### src/rtl/gpio_port_pkg.sv
package gpio_port_pkg;
  localparam int unsigned ADDR_W = 2;

  typedef enum logic [ADDR_W-1:0] {
    REG_PIN  = 2'd0,
    REG_DIR  = 2'd1,
    REG_OUT  = 2'd2,
    REG_NONE = 2'd3
  } gpio_reg_e;
endpackage

### src/rtl/gpio_sync.sv
module gpio_sync #(
  parameter int unsigned WIDTH  = 8,
  parameter int unsigned STAGES = 2
) (
  input  logic             clk,
  input  logic             rst_n,
  input  logic [WIDTH-1:0] din,
  output logic [WIDTH-1:0] dout
);
  logic [WIDTH-1:0] stg [STAGES];

  always_ff @(posedge clk or negedge rst_n) begin
    if (!rst_n) begin
      for (int s = 0; s < STAGES; s++) stg[s] <= '0;
    end else begin
      stg[0] <= din;
      for (int s = 1; s < STAGES; s++) stg[s] <= stg[s-1];
    end
  end

  assign dout = stg[STAGES-1];

  generate
    if (STAGES == 2) begin : g_chk
      logic [1:0] age;
      always_ff @(posedge clk or negedge rst_n) begin
        if (!rst_n) age <= '0;
        else if (age != 2'd2) age <= age + 2'd1;
      end
      // the readback lags the pad by exactly two edges
      a_r5_two_edge_latency: assert property (@(posedge clk) disable iff (!rst_n)
        (age == 2'd2) |-> (dout == $past(din, 2)));
    end
  endgenerate
endmodule

### src/rtl/gpio_regs.sv
module gpio_regs
  import gpio_port_pkg::*;
#(
  parameter int unsigned WIDTH = 8
) (
  input  logic              clk,
  input  logic              rst_n,
  input  logic [ADDR_W-1:0] addr,
  input  logic              wr_en,
  input  logic [WIDTH-1:0]  wr_data,
  output logic [WIDTH-1:0]  dir_q,
  output logic [WIDTH-1:0]  out_q
);
  always_ff @(posedge clk or negedge rst_n) begin
    if (!rst_n) begin
      dir_q <= '0;
      out_q <= '0;
    end else if (wr_en) begin
      case (addr)
        REG_DIR: dir_q <= wr_data;
        REG_OUT: out_q <= wr_data;
        REG_PIN: out_q <= out_q ^ wr_data;
        default: ;
      endcase
    end
  end

  // a pin-address write inverts exactly the masked output bits
  a_r4_toggle_mask: assert property (@(posedge clk) disable iff (!rst_n)
    (wr_en && addr == REG_PIN) |=> (out_q == ($past(out_q) ^ $past(wr_data))));
  // a pin-address write leaves direction alone
  a_r4_dir_untouched: assert property (@(posedge clk) disable iff (!rst_n)
    (wr_en && addr == REG_PIN) |=> $stable(dir_q));
  // unmapped writes change nothing
  a_r9_unmapped_write: assert property (@(posedge clk) disable iff (!rst_n)
    (wr_en && addr == REG_NONE) |=> ($stable(dir_q) && $stable(out_q)));
endmodule

### src/rtl/gpio_pad_mux.sv
module gpio_pad_mux #(
  parameter int unsigned WIDTH = 8
) (
  input  logic             clk,
  input  logic             rst_n,
  input  logic [WIDTH-1:0] dir_q,
  input  logic [WIDTH-1:0] out_q,
  input  logic             pu_disable,
  input  logic [WIDTH-1:0] alt_en,
  input  logic [WIDTH-1:0] alt_oe,
  input  logic [WIDTH-1:0] alt_out,
  output logic [WIDTH-1:0] pad_oe,
  output logic [WIDTH-1:0] pad_out,
  output logic [WIDTH-1:0] pad_pu
);
  generate
    for (genvar i = 0; i < WIDTH; i++) begin : g_pin
      assign pad_oe[i]  = alt_en[i] ? alt_oe[i]  : dir_q[i];
      assign pad_out[i] = alt_en[i] ? alt_out[i] : out_q[i];
      assign pad_pu[i]  = ~dir_q[i] & out_q[i] & ~pu_disable;
    end
  endgenerate

  // the global disable removes every pull-up
  a_r6_global_off: assert property (@(posedge clk) disable iff (!rst_n)
    pu_disable |-> (pad_pu == '0));
  // no pull-up on a pin the registers configure as output
  a_r6_no_pull_on_output: assert property (@(posedge clk) disable iff (!rst_n)
    ((pad_pu & dir_q) == '0));
endmodule

### src/rtl/gpio_port.sv
module gpio_port
  import gpio_port_pkg::*;
#(
  parameter int unsigned WIDTH       = 8,
  parameter int unsigned SYNC_STAGES = 2
) (
  input  logic              clk,
  input  logic              rst_n,
  input  logic [ADDR_W-1:0] addr,
  input  logic              wr_en,
  input  logic [WIDTH-1:0]  wr_data,
  output logic [WIDTH-1:0]  rd_data,
  input  logic              pu_disable,
  input  logic [WIDTH-1:0]  alt_en,
  input  logic [WIDTH-1:0]  alt_oe,
  input  logic [WIDTH-1:0]  alt_out,
  input  logic [WIDTH-1:0]  pad_in,
  output logic [WIDTH-1:0]  pad_oe,
  output logic [WIDTH-1:0]  pad_out,
  output logic [WIDTH-1:0]  pad_pu
);
  logic [WIDTH-1:0] dir_q, out_q, pin_s;

  gpio_regs #(.WIDTH(WIDTH)) u_regs (
    .clk(clk), .rst_n(rst_n), .addr(addr), .wr_en(wr_en),
    .wr_data(wr_data), .dir_q(dir_q), .out_q(out_q)
  );

  gpio_sync #(.WIDTH(WIDTH), .STAGES(SYNC_STAGES)) u_sync (
    .clk(clk), .rst_n(rst_n), .din(pad_in), .dout(pin_s)
  );

  gpio_pad_mux #(.WIDTH(WIDTH)) u_mux (
    .clk(clk), .rst_n(rst_n), .dir_q(dir_q), .out_q(out_q),
    .pu_disable(pu_disable), .alt_en(alt_en), .alt_oe(alt_oe),
    .alt_out(alt_out), .pad_oe(pad_oe), .pad_out(pad_out), .pad_pu(pad_pu)
  );

  always_comb begin
    case (addr)
      REG_PIN: rd_data = pin_s;
      REG_DIR: rd_data = dir_q;
      REG_OUT: rd_data = out_q;
      default: rd_data = '0;
    endcase
  end
endmodule

### config.mk
export PLATFORM = sky130hd
export DESIGN_NAME = gpio_port
export DESIGN_NICKNAME = d
export VERILOG_FILES = /design/src/rtl/gpio_port_pkg.sv /design/src/rtl/gpio_sync.sv /design/src/rtl/gpio_regs.sv /design/src/rtl/gpio_pad_mux.sv /design/src/rtl/gpio_port.sv
export SDC_FILE = /design/constraint.sdc
export NUM_CORES = 1
export LEC_CHECK = 0
export BUFFER_PORTS_ARGS = -buffer_cell sky130_fd_sc_hd__buf_2
export CORE_MARGIN = 10
export CORE_UTILIZATION = 39
export CTS_CLUSTER_DIAMETER = 200
export CTS_CLUSTER_SIZE = 12
export DETAILED_ROUTE_END_ITERATION = 7
export PLACE_DENSITY = 0.71
export REMOVE_ABC_BUFFERS = 1
export SLEW_MARGIN = 40
export SYNTH_ARGS = -nofsm -noshare
export SYNTH_HDL_FRONTEND = slang
export SYNTH_SLANG_ARGS = --single-unit
### constraint.sdc
create_clock -name clk -period 1.5 [get_ports clk]
set_input_delay 0.225 -clock clk [delete_from_list [all_inputs] [get_ports clk]]
set_output_delay 0.225 -clock clk [all_outputs]
set_load 0.005 [all_outputs]
=== Word-level counts from Yosys, hierarchy flattened ===
Index checks and enable logic that the tools add are counted.

* Memories: 0
* Bits of input ports: 46
* Logic and storage cells: 54
* Register bits after elaboration: 32
* Memory bits (read-only): 0
* Latch bits: 0
* RAM bits: 0
* Output and inout port bits: 32

* Add/sub/neg operators: 0
* Reduce and logical (&&, ||, !) cells: 4
* Muxes and demuxes: 18
* $mul: 0
* Divide/modulo/power cells: 0
* Order comparisons: 0
* Shift operators: 0
* Equal/unequal tests: 2
* Bitwise operators: 26

{| class="wikitable"
|+ Operators by type and width
! cell !! number
|-
| $pmux W8 S3 || 1
|-
| $and A1 B1 Y1 || 16
|-
| $mux W1 || 16
|-
| $pmux W8 S2 || 1
|-
| $not A1 Y1 || 9
|-
| $xor A8 B8 Y8 || 1
|-
| $reduce_and A2 Y1 || 2
|-
| $eq A2 B1 Y1 const B || 1
|-
| $eq A2 B2 Y1 const B || 1
|-
| $logic_not A2 Y1 || 1
|-
| $reduce_bool A2 Y1 || 1
|}

=== Longest topological paths before layout ===
Gate-level depths: netlist (run 1).

* Depth after elaboration: 3
* Depth in mapped cells: 5
* Depth with buffers taken out: 3

=== Cells and area by module ===
From an unflattened synthesis (run 1), not the netlist that was laid out.

* Cell total of the unflattened synthesis: 139
* Area, all modules: 1729.2 um^2

{| class="wikitable"
|+ By module, submodules not included
! module !! sequential area each (um^2) !! cells each !! instances !! area an instance (um^2)
|-
| gpio_regs || 400.4 || 70 || 1 || 734.5
|-
| gpio_sync || 400.4 || 24 || 1 || 460.4
|-
| gpio_pad_mux || 0.0 || 25 || 1 || 336.6
|-
| gpio_port || 0.0 || 20 || 1 || 197.7
|}

=== Worst setup path after synthesis (run 1) ===
Ideal clock, no wire load.

* Kind: input -> output
* Start point: input port addr[1]
* End point: output port rd_data[0]
* Setup slack: 483 ps
* Required time: 1275 ps
* Stages: 5
* Arrival: 792 ps
* Path buffers: 2
* Cells stage by stage: buf_2 > and2b_1 > buf_2 > nand2_1 > o21ai_0

* Longest elaborated chain between the ends: 2
* Elaborated cells on any way between the ends: 4
* Classes of those cells: 2 x eq/ne; 1 x mux; 1 x reduce/logical

{| class="wikitable"
|+ Ends and longest elaborated chain
! what !! line !! text
|-
| start, declared || gpio_port.sv:9 || <nowiki>input logic [ADDR_W-1:0] addr,</nowiki>
|-
| $eq A2 B2 Y1, or another cell as far along || gpio_port.sv:40 || <nowiki>case (addr)</nowiki>
|-
| $pmux W8 S3 (*) || gpio_port.sv:40 ||
|-
| end, declared || gpio_port.sv:12 || <nowiki>output logic [WIDTH-1:0] rd_data,</nowiki>
|}

Every way passes the cells marked *; elsewhere a longest branch is shown, timed or not.

=== Worst setup path in the final report (run 1) ===
* Start point: register u_regs.dir_q[7]
* End point: output port pad_oe[7]

* Longest elaborated chain between the ends: 1

{| class="wikitable"
|+ Ends and longest elaborated chain
! what !! line !! text
|-
| start, declared || gpio_regs.sv:11 || <nowiki>output logic [WIDTH-1:0] dir_q,</nowiki>
|-
| start signal, assigned || gpio_regs.sv:20 || <nowiki>REG_DIR: dir_q <= wr_data;</nowiki>
|-
| $mux W1 || gpio_pad_mux.sv:18 || <nowiki>assign pad_oe[i] = alt_en[i] ? alt_oe[i] : dir_q[i];</nowiki>
|-
| end, declared || gpio_port.sv:18 || <nowiki>output logic [WIDTH-1:0] pad_oe,</nowiki>
|}

No other way between the ends.

==> flow_summary_export.csv, run 1 <==
group,metric,value,unit
clocking,cts_tree,"yes",
setup_path,cp_max_fo,4,
placed_design,place_area,1960,um2
placed_design,place_congestion,0.765,
setup_path,rrSetupSlack,0.69,ns
setup_path,worst_setup_path_end_kind,"output port",
routing,drt_iter0_drc,51,
sta,setup_tns,0,ns
clocking,clock-root-buffer,"clkbuf_8",
routing,wl,4190,um
sta,max_freq,0.757,GHz
die,die_area,6760,um2
clocking,clkTransAtPathRegs,0.07,ns
power_and_ir_drop,ir_drop,0.649,mV
synth,synth_seq_area_share,53.0,%
sta,layout_min_cycle_time,1.32,ns
sta,worst_pin_slew,0.405,ns
clocking,cts-htree-levels,2,
synth,synth_area,1510,um2
placed_design,dpl.hpwl,3290,um
finish,n_antenna_cell,0,
flow_run,drv_cap,0,
routing,vias,1362,
global_route,grt_max_degree,33,
die,fp.dieW,82.2,um
synth,synthCells,147,
clocking,cts_buffer_depth,2,
finish,drive_gt1_share,46.6,%
routing,dr.pass1.iters,4,
sta,finalClockSkew,0.000230,ns
finish,design_area,2100,um2
finish,synthToLayoutAreaGrowth,38.9,%
global_route,antenna_found_initial,0,
min_path,min_path_type,"input pin to flop",
finish,final_util,56.5,%
setup_path,criticalPathCategory,"flop to output port",
die,rows,22,
routing,ant_nets,0,
routing,drt_drc_violations_left,0,
global_route,gr-usage-all-layers,12.7,%
placed_design,portBuffers,77,
sta,report.final.slew_viol_count,0,
die,core,3720,um2
global_route,grt_pass1_wl,6530,um
global_route,grt.overflow.total,0,
sta,slew_headroom,73.0,%
routing,wl_per_cell,15.0,um
finish,nets,277,
setup_path,cp.arrival,1.10,ns
synth,synth_area_leaders,"dfrtp_1 (53%), mux2_2 (12%), o21ai_0 (8.0%)",
routing,viasPerCell,4.86,
setup_path,startpoint_type,"flop",
power_and_ir_drop,leakage,0.00109,uW
synth,syn_area_per_cell,10.3,um2
outcome,outcome,"complete, no violations",
power_and_ir_drop,cellPowerDensity,1150,nW/um2
synth,yosysTopAreaCellShare,53.0,%
sta,period_share,88.0,%
global_route,grt_pass1_vias,1425,
synth,synth_area_leader_cell,"dfrtp_1",
die,die_y,82.2,um
die,initial_core_util,40.6,%
die,ios,78,
sta,hold_viol,0,
finish,fillCellCount,347,
clocking,cts_buffers,5,
synth,synth-seq-cells,32,
synth,synth_warnings,0,
setup_path,crit_required,1.27,ns
clocking,cts.sinks,32,
clocking,clock_latency,0.29,ns
sta,rsz0062_at_grt,"false",
synth,netlist-cell-type-count,17,
sta,setup_viol,0,
==> critical path: stages, from the launching register on <==
cell and delay (ns):
dfrtp_1 0.41, mux2_2 0.26, buf_2 0.13
==> path summary, 6_finish.rpt <==
path | end | cells after the start | start
min in group asynchronous | u_regs.out_q[5]$_DFFE_PN0P_ | 3 | rst_n
max in group asynchronous | u_sync.stg[15]$_DFF_PN0_ | 3 | rst_n
max | pad_oe[7] | 2 | u_regs.dir_q[7]$_DFFE_PN0P_
min | u_sync.stg[9]$_DFF_PN0_ | 1 | pad_in[1]
max reg2reg | u_regs.out_q[3]$_DFFE_PN0P_ | 3 | u_regs.out_q[3]$_DFFE_PN0P_
min reg2reg | u_sync.dout[6]$_DFF_PN0_ | 0 | u_sync.stg[14]$_DFF_PN0_
==> timing repair <==
action	4_1_cts	5_1_grt
gates resized for setup	0	0
hold buffers	1	0
hold endpoints to repair	32	0
buffers inserted	0	0
endpoints found under the setup margin	0	0
==> routing by layer <==
| metal | GRT usage (%) | wire length [um] | vias to the layer above |
|---|---|---|---|
| met4 | 4.59 | 74 | 0 |
| met2 | 21.0 | 2060 | 45 |
| met5 | 0 | 0 | - |
| met3 | 7.67 | 465 | 8 |
| li1 | - | - | 673 |
| met1 | 12.9 | 1590 | 636 |
==> sequential cells by signal (all words and copies together) (netlist names) <==
| signal | cells |
|---|---|
| u_regs.out_q | 8 |
| u_regs.dir_q | 8 |
| u_sync.stg | 8 |
| u_sync.dout | 8 |
==> where the power goes <==
group | internal (uW) | switching [uW]
registers | 962 | 74.6
clock network | 586 | 319
logic | 243 | 228
total | 1790 | 621
==> through the flow <==
stage | total power (uW) | worst slack [ns] | hold slack (ns) | instances
floorplan | 1250 | 0.626 | -0.0706 | 140
global placement | 1520 | 0.266 | 0.266 | 271
detailed placement | 1530 | 0.248 | 0.270 | 271
CTS | 2450 | 0.162 | 0.0269 | 280
global route | 2550 | 0.0914 | 0.0159 | 280
finish | 2410 | 0.180 | 0.0368 | 280
==> Yosys cell counts <==
cell type   n
nor2_1      8
mux2i_1     8
nor3_1      8
clkbuf_1    2
o21ai_0    24
buf_2       3
nor2b_1     1
inv_1       8
and2b_1     1
o211ai_1    8
mux2_2     16
nand2_1    24
buf_6       1
nand2b_1    1
nand3b_4    1
dfrtp_1    32
clkbuf_2    1
==> final cells by class <==
cell class / count / area, um2 / area share [%]
multi-input combinational: 100 / 641 / 30.5
inverter: 8 / 30.0 / 1.43
timing repair buffer: 84 / 440 / 21.0
tap: 48 / 60.1 / 2.86
sequential: 32 / 801 / 38.2
clock buffer: 7 / 96.3 / 4.59
clock inverter: 1 / 30.0 / 1.43
==> kinds of logic (layout without fill, tap and decap cells) <==
family | Yosys count | after routing | synth area share, %
and+or+nand+nor | 44 | 44 | 13.3
AOI/OAI and AO/OA | 32 | 32 | 11.9
DFF | 32 | 32 | 53.0
muxes | 24 | 24 | 17.2
buffers and inverters | 15 | 100 | 4.56
==> placed cells by master (no fill, tap or decap), drive strengths merged <==
cell type,Yosys,final
nand2b,1,1
mux2i,8,8
nor2b,1,1
and2b,1,1
dfrtp,32,32
buf,4,83
o211ai,8,8
o21ai,24,24
nand2,24,24
mux2,16,16
inv,8,8
nor3,8,8
clkbuf,3,7
nor2,8,8
bufinv,0,1
nand3b,1,1
dlygate4sd3,0,1
No activity file was read; power rests on OpenSTA's default activity.
==> run 2: changes to the inputs <==
Settings changed: CORE_ASPECT_RATIO set to 1.2, PLACE_DENSITY 0.71 to 0.74.
Clock period 1.5 ns to 1.2 ns, I/O delays scaled along.
==> flow_summary_export.csv, run 2 (synthesis gave the netlist of run 1 again) <==
group,metric,value,unit
finish,fillCellCount,300,
sta,max_freq,0.775,GHz
global_route,grt_pass1_vias,1517,
setup_path,worstPathCellList,"mux2_4 -> buf_6",
die,initial_core_util,40.9,%
routing,wl,4640,um
finish,final_common_cell,"buf_2",
power_and_ir_drop,power.total,3220,uW
sta,hold_viol,0,
sta,report.final.slew_viol_count,0,
routing,ant_nets,0,
global_route,grt_max_degree,33,
setup_path,slowest_stage,"dfrtp_1",
placed_design,portBuffers,77,
routing,viasPerCell,4.82,
sta,layout_min_cycle_time,1.29,ns
die,die_y,88.2,um
setup_path,cp.arrival,1.11,ns
routing,drt_drc_violations_left,0,
setup_path,worst_setup_path_end_kind,"output port",
clocking,cts_tree,"yes",
power_and_ir_drop,leakage,0.00121,uW
sta,finalClockSkew,0.00706,ns
setup_path,cp_max_fo,4,
sta,fin_ws,-0.0902,ns
die,core,3690,um2
clocking,clock-root-buffer,"clkbuf_8",
sta,slew_headroom,73.2,%
clocking,clock_latency,0.28,ns
finish,final_util,63.9,%
global_route,gr-usage-all-layers,12.9,%
routing,dr.pass1.iters,4,
setup_path,timing.critical_path.buf_inv,1,
global_route,grt_pass1_wl,7040,um
sta,worst_pin_slew,0.401,ns
clocking,cts_buffer_depth,2,
finish,synthToLayoutAreaGrowth,56.3,%
sta,period_share,108,%
die,fp.dieW,76.8,um
sta,hold_ws,0.160,ns
placed_design,place_congestion,0.748,
power_and_ir_drop,cellPowerDensity,1360,nW/um2
setup_path,crit_path_max_incr_delay,0.42,ns
setup_path,cp_top_family,"flip-flops",
placed_design,dpl.hpwl,3310,um
clocking,cts.sinks,32,
die,rows,24,
outcome,outcome,"complete, but fails checks",
die,ios,78,
clocking,cts-htree-levels,2,
finish,final_cells,302,
clocking,cts_buffers,5,
placed_design,place_inst,277,
power_and_ir_drop,ir_drop,1.07,mV
finish,n_antenna_cell,0,
flow_run,drv_cap,0,
sta,setup_viol,16,
die,die_area,6770,um2
routing,wl_per_cell,15.4,um
setup_path,startpoint_type,"flop",
routing,drt_iter0_drc,76,
finish,nets,295,
finish,design_area,2360,um2
sta,rsz0062_at_grt,"true",
setup_path,criticalPathCategory,"flop to output port",
routing,vias,1456,
setup_path,crit_required,1.02,ns
clocking,clkTransAtPathRegs,0.07,ns
global_route,grt.overflow.total,0,
outcome,violations,"negative setup slack",
min_path,min_path_type,"input pin to flop",
finish,layout.cells.most_common_list,"buf_2 (73), dfrtp_1 (32), nand2_1 (23)",
global_route,antenna_found_initial,0,
placed_design,place_area,1980,um2
finish,drive_gt1_share,55.2,%
-- run 2: what timing repair did --
| item | 4_1_cts | 5_1_grt |
|---|---|---|
| resized for setup | 18 | 28 |
| hold buffers | 8 | 1 |
| buffers inserted | 3 | 6 |
| pin swaps | 3 | 16 |
| hold endpoints to repair | 39 | 1 |
| endpoints found under the setup margin | 28 | 33 |
-- run 2: power breakdown --
part | switching, uW | total, uW | leakage [uW] | internal, uW
Sequential | 114 | 1320 | 0.000379 | 1200
Clock | 387 | 1120 | 0.0000645 | 732
Combinational | 344 | 780 | 0.000767 | 435
-- run 2: path summary, 6_finish.rpt --
| path | startpoint | endpoint | slack [ns] | cells after the start |
|---|---|---|---|---|
| worst max-delay path | u_regs.dir_q[4]$_DFFE_PN0P_ | pad_oe[4] | -0.09 | 2 |
| worst min-delay path | wr_data[4] | u_regs.dir_q[4]$_DFFE_PN0P_ | 0.16 | 2 |
| worst max register to register | u_regs.out_q[5]$_DFFE_PN0P_ | u_regs.out_q[5]$_DFFE_PN0P_ | 0.14 | 5 |
| worst min register to register | u_sync.stg[12]$_DFF_PN0_ | u_sync.dout[4]$_DFF_PN0_ | 0.35 | 0 |
| max in group asynchronous | rst_n | u_regs.out_q[1]$_DFFE_PN0P_ | 0.46 | 3 |
| min in group asynchronous | rst_n | u_regs.out_q[6]$_DFFE_PN0P_ | 0.45 | 3 |
-- run 2: final cells by class --
| cell class | count | area (um2) | share of cell area, % |
|---|---|---|---|
| clock inverters | 1 | 30.0 | 1.27 |
| repair buffers | 102 | 628 | 26.6 |
| flip-flops and latches | 32 | 801 | 33.9 |
| well taps | 52 | 65.1 | 2.76 |
| clock buffers | 7 | 96.3 | 4.08 |
| multi-input cells | 100 | 709 | 30.1 |
| inverters | 8 | 30.0 | 1.27 |
-- run 2: per-layer routing --
layer / GRT usage [%] / vias to the layer above / wire length (um)
met3: 5.53 / 7 / 370
li1: - / 709 / -
met2: 23.9 / 49 / 2440
met5: 0 / - / 0
met1: 12.5 / 691 / 1770
met4: 4.91 / 0 / 62
-- run 2: metrics by stage --
| stage | setup slack [ns] | TNS [ns] |
|---|---|---|
| after floorplan | 0.383 | 0 |
| after global placement | 0.0479 | 0 |
| after detailed placement | 0.0491 | 0 |
| after CTS | -0.0755 | -0.851 |
| after global routing | -0.128 | -2.12 |
| final | -0.0902 | -0.813 |
